`src/rtl/mmu_prio_arb_pkg.sv`:
```
// Shared types for the walk-locking arbiter.
package mmu_prio_arb_pkg;
    // Follow-on window stages for the hart that just completed a walk.
    typedef enum logic [1:0] {
        WIN_IDLE  = 2'd0,  // no favoured hart
        WIN_CYC1  = 2'd1,  // first memory cycle after the walk
        WIN_WALK2 = 2'd2,  // one further translation (walk or fetch)
        WIN_CYC2  = 2'd3   // one further memory cycle
    } win_stage_e;
endpackage

```
`src/rtl/mpa_rr_pick.sv`:
```
// Round-robin picker: finds the first set bit of req at or after index base,
// wrapping around. Assumes base < N. Purely combinational.
module mpa_rr_pick #(
    parameter int N  = 4,
    parameter int IW = (N > 1) ? $clog2(N) : 1
) (
    input  logic [N-1:0]  req,
    input  logic [IW-1:0] base,
    output logic          vld,
    output logic [IW-1:0] idx
);
    // Scan from base upward with wrap; first hit wins.
    always_comb begin
        vld = 1'b0;
        idx = '0;
        for (int k = 0; k < N; k++) begin
            int pos;
            pos = int'(base) + k;
            if (pos >= N) pos = pos - N;
            if (!vld && req[pos]) begin
                vld = 1'b1;
                idx = IW'(pos);
            end
        end
    end
endmodule

```
`src/rtl/mpa_ctrl.sv`:
```
// Arbitration controller: holds the walk lock, the follow-on window and the
// round-robin pointer, and decides the next grant from current requests.
// Assumes the round-robin picks are computed from the base it drives.
module mpa_ctrl
    import mmu_prio_arb_pkg::*;
#(
    parameter int N  = 4,
    parameter int IW = (N > 1) ? $clog2(N) : 1
) (
    input  logic           clk,
    input  logic           rst_n,
    input  logic [N-1:0]   cpu_req,
    input  logic [N-1:0]   mmu_req,
    input  logic [N-1:0]   walk_start,
    input  logic [N-1:0]   walk_done,
    input  logic           mmu_vld,
    input  logic [IW-1:0]  mmu_idx,
    input  logic           cpu_vld,
    input  logic [IW-1:0]  cpu_idx,
    output logic [IW-1:0]  base,
    output logic [2*N-1:0] gnt_nxt
);
    localparam logic [IW-1:0] LAST = IW'(N - 1);

    logic          locked_q, locked_n;
    logic          chain_q, chain_n;
    logic [IW-1:0] owner_q, owner_n;
    logic [IW-1:0] ptr_q, ptr_n;
    win_stage_e    stage_q, stage_n;
    logic          own_cpu, own_mmu, own_ws, forfeit;
    logic [IW-1:0] owner_inc;

    // Wrap-around increment of an index.
    function automatic logic [IW-1:0] inc(input logic [IW-1:0] x);
        return (x == LAST) ? '0 : x + 1'b1;
    endfunction

    // Favoured-hart request view and window forfeit detection.
    always_comb begin
        own_cpu   = cpu_req[owner_q];
        own_mmu   = mmu_req[owner_q];
        own_ws    = walk_start[owner_q];
        owner_inc = inc(owner_q);
        forfeit   = !locked_q && (stage_q != WIN_IDLE) && !own_cpu && !own_mmu;
        base      = forfeit ? owner_inc : ptr_q;
    end

    // Next-grant decision and next-state computation.
    always_comb begin
        gnt_nxt  = '0;
        locked_n = locked_q;
        chain_n  = chain_q;
        owner_n  = owner_q;
        ptr_n    = ptr_q;
        stage_n  = stage_q;
        if (locked_q) begin
            if (own_mmu) gnt_nxt[N + int'(owner_q)] = 1'b1;
            if (walk_done[owner_q]) begin
                locked_n = 1'b0;
                stage_n  = chain_q ? WIN_CYC2 : WIN_CYC1;
                chain_n  = 1'b0;
            end
        end else if (stage_q != WIN_IDLE && !forfeit) begin
            unique case (stage_q)
                WIN_CYC1: begin
                    stage_n = WIN_WALK2;
                    if (own_cpu) begin
                        gnt_nxt[int'(owner_q)] = 1'b1;
                    end else begin
                        gnt_nxt[N + int'(owner_q)] = 1'b1;
                        if (own_ws) begin
                            locked_n = 1'b1;
                            chain_n  = 1'b0;
                            stage_n  = WIN_IDLE;
                        end
                    end
                end
                WIN_WALK2: begin
                    if (own_mmu) begin
                        gnt_nxt[N + int'(owner_q)] = 1'b1;
                        if (own_ws) begin
                            locked_n = 1'b1;
                            chain_n  = 1'b1;
                            stage_n  = WIN_IDLE;
                        end else begin
                            stage_n = WIN_CYC2;
                        end
                    end else begin
                        gnt_nxt[int'(owner_q)] = 1'b1;
                        stage_n = WIN_IDLE;
                        ptr_n   = owner_inc;
                    end
                end
                default: begin
                    stage_n = WIN_IDLE;
                    ptr_n   = owner_inc;
                    if (own_mmu) begin
                        gnt_nxt[N + int'(owner_q)] = 1'b1;
                        if (own_ws) begin
                            locked_n = 1'b1;
                            chain_n  = 1'b0;
                        end
                    end else begin
                        gnt_nxt[int'(owner_q)] = 1'b1;
                    end
                end
            endcase
        end else begin
            stage_n = WIN_IDLE;
            ptr_n   = base;
            if (mmu_vld) begin
                gnt_nxt[N + int'(mmu_idx)] = 1'b1;
                ptr_n = inc(mmu_idx);
                if (walk_start[mmu_idx]) begin
                    locked_n = 1'b1;
                    chain_n  = 1'b0;
                    owner_n  = mmu_idx;
                end
            end else if (cpu_vld) begin
                gnt_nxt[int'(cpu_idx)] = 1'b1;
                ptr_n = inc(cpu_idx);
            end
        end
    end

    // State registers with synchronous reset.
    always_ff @(posedge clk) begin
        if (!rst_n) begin
            locked_q <= 1'b0;
            chain_q  <= 1'b0;
            owner_q  <= '0;
            ptr_q    <= '0;
            stage_q  <= WIN_IDLE;
        end else begin
            locked_q <= locked_n;
            chain_q  <= chain_n;
            owner_q  <= owner_n;
            ptr_q    <= ptr_n;
            stage_q  <= stage_n;
        end
    end
endmodule

```
`src/rtl/mmu_prio_arb.sv`:
```
// Top of the walk-locking memory bus arbiter: two round-robin pickers (MMU
// and CPU ports), the controller, and the registered one-hot grant.
// Assumes requesters hold requests until granted; grant follows by one cycle.
module mmu_prio_arb #(
    parameter int N = 4
) (
    input  logic           clk,
    input  logic           rst_n,
    input  logic [N-1:0]   cpu_req,
    input  logic [N-1:0]   mmu_req,
    input  logic [N-1:0]   walk_start,
    input  logic [N-1:0]   walk_done,
    output logic [2*N-1:0] grant
);
    localparam int IW = (N > 1) ? $clog2(N) : 1;

    logic [IW-1:0]  base, mmu_idx, cpu_idx;
    logic           mmu_vld, cpu_vld;
    logic [2*N-1:0] gnt_nxt;

    mpa_rr_pick #(.N(N), .IW(IW)) u_pick_mmu (
        .req(mmu_req), .base(base), .vld(mmu_vld), .idx(mmu_idx)
    );

    mpa_rr_pick #(.N(N), .IW(IW)) u_pick_cpu (
        .req(cpu_req), .base(base), .vld(cpu_vld), .idx(cpu_idx)
    );

    mpa_ctrl #(.N(N), .IW(IW)) u_ctrl (
        .clk(clk), .rst_n(rst_n),
        .cpu_req(cpu_req), .mmu_req(mmu_req),
        .walk_start(walk_start), .walk_done(walk_done),
        .mmu_vld(mmu_vld), .mmu_idx(mmu_idx),
        .cpu_vld(cpu_vld), .cpu_idx(cpu_idx),
        .base(base), .gnt_nxt(gnt_nxt)
    );

    // Output register holding the granted port for the current cycle.
    always_ff @(posedge clk) begin
        if (!rst_n) grant <= '0;
        else        grant <= gnt_nxt;
    end
endmodule

```
`config.mk`:
```
export PLATFORM = sky130hd
export DESIGN_NAME = mmu_prio_arb
export DESIGN_NICKNAME = d
export VERILOG_FILES = /design/src/rtl/mmu_prio_arb_pkg.sv /design/src/rtl/mpa_rr_pick.sv /design/src/rtl/mpa_ctrl.sv /design/src/rtl/mmu_prio_arb.sv
export SDC_FILE = /design/constraint.sdc
export NUM_CORES = 1
export LEC_CHECK = 0
export BUFFER_PORTS_ARGS = -buffer_cell sky130_fd_sc_hd__buf_2
export CAP_MARGIN = 30
export CORE_MARGIN = 3
export CORE_UTILIZATION = 55
export CTS_CLUSTER_SIZE = 10
export DETAILED_ROUTE_END_ITERATION = 8
export GPL_ROUTABILITY_DRIVEN = 0
export PLACE_DENSITY = 0.77
export SYNTH_ARGS = -nofsm -noshare
export SYNTH_HDL_FRONTEND = slang
export SYNTH_SLANG_ARGS = --single-unit
```
`constraint.sdc`:
```
create_clock -name clk -period 4.8 [get_ports clk]
set_clock_uncertainty 0.2 [all_clocks]
set_input_delay 1.2 -clock clk [delete_from_list [all_inputs] [get_ports clk]]
set_output_delay 1.2 -clock clk [all_outputs]
set_load 0.01 [all_outputs]
```
## Yosys cells after proc, flatten, opt, wreduce, memory -nomap -nowiden

Index checks and enable logic that the tools add are counted.
W data, S select, Z words.

| storage, ports and cells | value |
|---|---|
| bits in registers | 16 |
| output and inout bits | 8 |

| cells by class | value |
|---|---|
| $add $sub $neg | 12 |
| $lt $le $gt $ge | 18 |
| equal/unequal tests | 12 |
| multiplexer cells | 108 |
| bitwise gates (word level) | 2 |
| reduce and logical (&&, ||, !) cells | 30 |

Operator list:

| cell | count |
|---|---|
| $lt A32 B4 Y1 const B | 4 |
| $mux W32 | 4 |
| $ge A32 B4 Y1 const B | 3 |
| $sub A32 B4 Y32 const B | 3 |
| $ge A32 B1 Y1 const B | 2 |
| $lt A32 B5 Y1 const B | 2 |
| $mux W8 | 7 |
| $mux W1 | 52 |
| $mux W2 | 24 |
| $bmux W1 S2 | 13 |
| $logic_and A1 B1 Y1 | 14 |
| $ne A4 B2 Y1 const B | 3 |
| $logic_not A1 Y1 | 10 |
| $add A3 B2 Y4 const A | 2 |
| $eq A2 B2 Y1 const B | 4 |
| $lt A2 B4 Y1 const B | 2 |
| $pmux W2 S2 | 2 |
| $reduce_and A7 Y1 | 1 |
| $add A2 B1 Y2 const B | 3 |
| $add A2 B2 Y3 const B | 2 |
| $demux W1 S3 | 2 |
| $lt A2 B3 Y1 const B | 2 |
| $reduce_bool A3 Y1 | 2 |
| $demux W1 S2 | 2 |
| other kinds (14) | 17 |

## Logic depth before layout (Yosys ltp)

| logic depth | value |
|---|---|
| depth after elaboration | 29 |
| mapped depth | 17 |

## Modules after synthesis

From an unflattened synthesis, not the netlist that was laid out.

| unflattened totals | value |
|---|---|
| cell total of the unflattened synthesis | 208 |
| area, all modules | 1652.8 um2 |

Modules (own cells, without submodules):

| module | instances | cells each | area an instance (um2) |
|---|---|---|---|
| mpa_ctrl | 1 | 162 | 1287.5 |
| mmu_prio_arb | 1 | 16 | 210.2 |
| mpa_rr_pick | 2 | 15 | 77.6 |

## Least setup slack after synthesis

Ideal clock, no wire load.

| timing | value |
|---|---|
| kind | input -> register |
| start point | in mmu_req[3] |
| end point | reg u_ctrl.ptr_q[1] |
| setup time | 0.119 ns |
| data arrival time | 3.679 ns |
| setup slack | 0.802 ns |
| stages on the path | 14 |
| cell sequence | mux4_2 > buf_2 > o31a_1 > or2_2 > o21ai_0 > o221ai_1 > nor2_1 > ha_1 > nor2_1 > a211oi_1 > a21oi_1 > a21oi_1 > mux2i_1 > nor2_1 |

| between the ends | value |
|---|---|
| cells in the longest elaborated chain, start to end | 25 |

RTL lines:

| what | RTL line | source |
|---|---|---|
| start: declaration | mmu_prio_arb.sv:10 | `input logic [N-1:0] mmu_req,` |
| branches (longest 25 deep; another with $sub A32 B4 Y32) | - |  |
| end signal: assignment | mpa_ctrl.sv:138 | `ptr_q <= ptr_n;` |
| end: declaration | mpa_ctrl.sv:28 | `logic [IW-1:0] ptr_q, ptr_n;` |

Several ways; the timed one is not identified. The select of a mux whose other input is x is not followed.
A chain may end at the register's enable or synchronous reset.

## Worst setup path in the final report

Ends and elaborated chain as after synthesis.

==> flow_summary_export.csv <==
group,metric,value,unit
place,portBuffers,25,
yosys,syn-instance-count,173,
cts,cts.sinks,16,
yosys,netlist_area,1410,um2
routing,drt-initial-drc-count,55,
routing,routed_wl,3490,um
status,status,"finished clean",
cells_and_area,nFillCells,206,
cts,htreeDepth,1,
routing,via_count,1401,
cells_and_area,register_area,320,um2
grt,grt_max_degree,19,
cts,clock-root-buffer,"clkbuf_4",
yosys,yosys.area_share.simple,22.8,%
floorplanning,start_util,60.7,%
yosys,synth_nets,206,
cts,cts_buffers,3,
yosys,synth_warnings,0,
power,powerDensity,465,nW/um2
grt,grt_pass1_vias,1231,
yosys,synthXorXnorAreaFrac,0,%
cells_and_area,multi_input_area,1000,um2
power,irDropWorstVdd,333,uV
floorplanning,coreArea,2320,um2
yosys,yosysUniqueCellTypes,40,
grt,grt_usage,22.0,%
cts,clk_latency,300,ps
worst_setup_path,crit_fanout,13,
cts,cts_resized,0,
timing,hold_viol_final,0,
cts,post_cts_buffers,0,
hold_path,hp-class,"reg2reg",
routing,ant_nets,0,
yosys,synth_top_cell_area_share,22.8,%
yosys,seq_area_frac_synth,22.8,%
yosys,synth_top_family_by_area,"compound AO/OA/AOI/OAI gates",
routing,via_per_inst,6.28,
worst_setup_path,critPathMaxStageDelay,640,ps
timing,hold_slack,344,ps
routing,drc,0,
yosys,dominantRegCellSynth,"dfxtp_1",
yosys,synth_edf_count,0,
timing,fin_crit_sh,84.9,%
timing,worstMarginPinSlew,598,ps
timing,fmax,245,MHz
grt,grt_pass1_wl,5600,um
power,p_leak,0.676,nW
grt,overflow,0,
routing,dr.pass1.iters,4,
worst_setup_path,cp_slowest_cell,"mux4_2",
yosys,synth_mux_area_share,12.1,%
yosys,synthTopCellsByCount,"29 x nor2_1, 16 x dfxtp_1, 15 x ha_1",
yosys,synthTopCellsByArea,"dfxtp_1 23%, ha_1 13%, nor2_1 7.7%",
worst_setup_path,start_kind,"primary input",
floorplanning,die-area,3200,um2
timing,rsz0062_at_grt,"no",
grt,antenna_found_initial,0,
worst_setup_path,cp.required,4800,ps
cells_and_area,areaGrowthSynthToFinish,10.9,%
floorplanning,die_width,56.6,um
yosys,synth_compound_area_share,23.1,%
cells_and_area,num_antenna_cells,0,
timing,slew_headroom,59.8,%
job,maxCapViolations,0,
cells_and_area,drive_gt1_share,20.0,%
cts,path_clk_slew,110,ps
yosys,synth-seq-cells,16,
yosys,syn_area_per_cell,8.14,um2
worst_setup_path,critPathArrivalTime,4080,ps
place,dp_hpwl,2650,um
worst_setup_path,cp_cell_sequence,"buf_2, mux4_2, o31a_1, nor2_1, nor2_1, o21ai_0, o221ai_1, nor2_1, ha_1, nor2_1, a211oi_1, a21oi_1, a21oi_1, mux2i_1, nor2_1",
yosys,synth.most_common_cell,"nor2_1",
cts,ctsHoldBuffers,0,
worst_setup_path,end_kind,"flop",
timing,maxSlewViolCount,0,
cells_and_area,final_nets,229,
worst_setup_path,path_class,"in2reg",
timing,min_period,4070,ps
floorplanning,die_y,56.6,um
cts,cts_tree,"built",
yosys,synth_area_leader_cell,"dfxtp_1",
timing,setup_viol,0,
floorplanning,ios,26,
yosys,synthArstFlopShare,0,%
worst_setup_path,crit_path_frequent_cell,"nor2_1",
floorplanning,fp-row-count,17,
cts,cts.path.max_buffers,2,
yosys,synth_fa_ha_area_share,13.3,%
timing,fin_tns_setup,0,ps
routing,routedWlPerCell,15.7,um
## registers in the layout, summed over array words and instances, names as in the netlist
signal and count:
grant 8, u_ctrl.chain_q 1, u_ctrl.locked_q 1, u_ctrl.owner_q 2, u_ctrl.ptr_q 2, u_ctrl.stage_q 2
## where the power goes
part           internal [mW]  switching, mW
Clock                 0.0463         0.0487
Sequential             0.162         0.0460
Combinational          0.174          0.249
## logic make-up (layout without fill, tap and decap cells)
family | Yosys count | count (layout)
AO/OA/AOI/OAI | 47 | 47
multiplexers | 12 | 12
adder cells (fa/ha/maj) | 15 | 15
flip-flops | 16 | 16
AND/OR/NAND/NOR | 65 | 65
buffers and inverters | 18 | 40
## path summary, 6_finish.rpt
path	startpoint	endpoint	slack [ps]	cells past startpoint
setup / recovery	mmu_req[3]	u_ctrl.ptr_q[1]$_SDFFE_PN0P_	730	15
hold / removal	u_ctrl.stage_q[1]$_SDFFE_PN0N_	u_ctrl.stage_q[1]$_SDFFE_PN0N_	340	2
setup reg to reg	u_ctrl.owner_q[0]$_SDFFE_PN0P_	u_ctrl.ptr_q[1]$_SDFFE_PN0P_	980	14
hold reg to reg	u_ctrl.stage_q[1]$_SDFFE_PN0N_	u_ctrl.stage_q[1]$_SDFFE_PN0N_	340	2
## stage by stage
step	setup slack (ps)	power [mW]	std cells	area (um2)	utilization, %
6_report	727	0.726	223	1560	67.4
5_1_grt	554	0.784	223	1560	67.4
4_1_cts	744	0.720	223	1560	67.4
3_5_place_dp	418	0.624	219	1530	65.8
3_3_place_gp	557	0.606	219	1530	65.8
2_1_floorplan	802	0.535	173	1410	-
## routing by layer
layer	vias up	routed length [um]	GRT usage (%)
met1	662	1560	29.6
met4	0	35	3.73
met5	-	0	0
li1	674	-	-
met3	6	249	4.83
met2	59	1650	36.5
## critical path: cells and delay by family
family,cells,cell delay [ps]
muxes,2,800
and+or+nand+nor,5,670
adders and majority gates,1,260
AOI/OAI and AO/OA,6,1000
buffers and inverters,1,140
## area by class of cell
type | instances | share of cell area (%)
Clock buffer | 4 | 2.32
Timing Repair Buffer | 25 | 8.01
Inverter | 11 | 2.64
Multi-Input combinational cell | 139 | 64.3
Tap cell | 28 | 2.24
Sequential cell | 16 | 20.5
## placed cells by master, fill, tap and decap left out, drive strengths merged, types with 2 or more instances in the layout
cell type / Yosys / layout
o31a: 2 / 2
nor4: 4 / 4
o32a: 2 / 2
a211oi: 2 / 2
nor3: 5 / 5
nand2: 13 / 13
nor2: 29 / 29
mux2i: 8 / 8
nand3: 2 / 2
a21oi: 10 / 10
buf: 4 / 25
clkbuf: 3 / 4
a22oi: 7 / 7
a31oi: 4 / 4
mux4: 4 / 4
dfxtp: 16 / 16
o21ai: 11 / 11
ha: 15 / 15
or2: 3 / 3
inv: 11 / 11
nand2b: 5 / 5
Note: power is estimated with default switching activity, not from simulation.
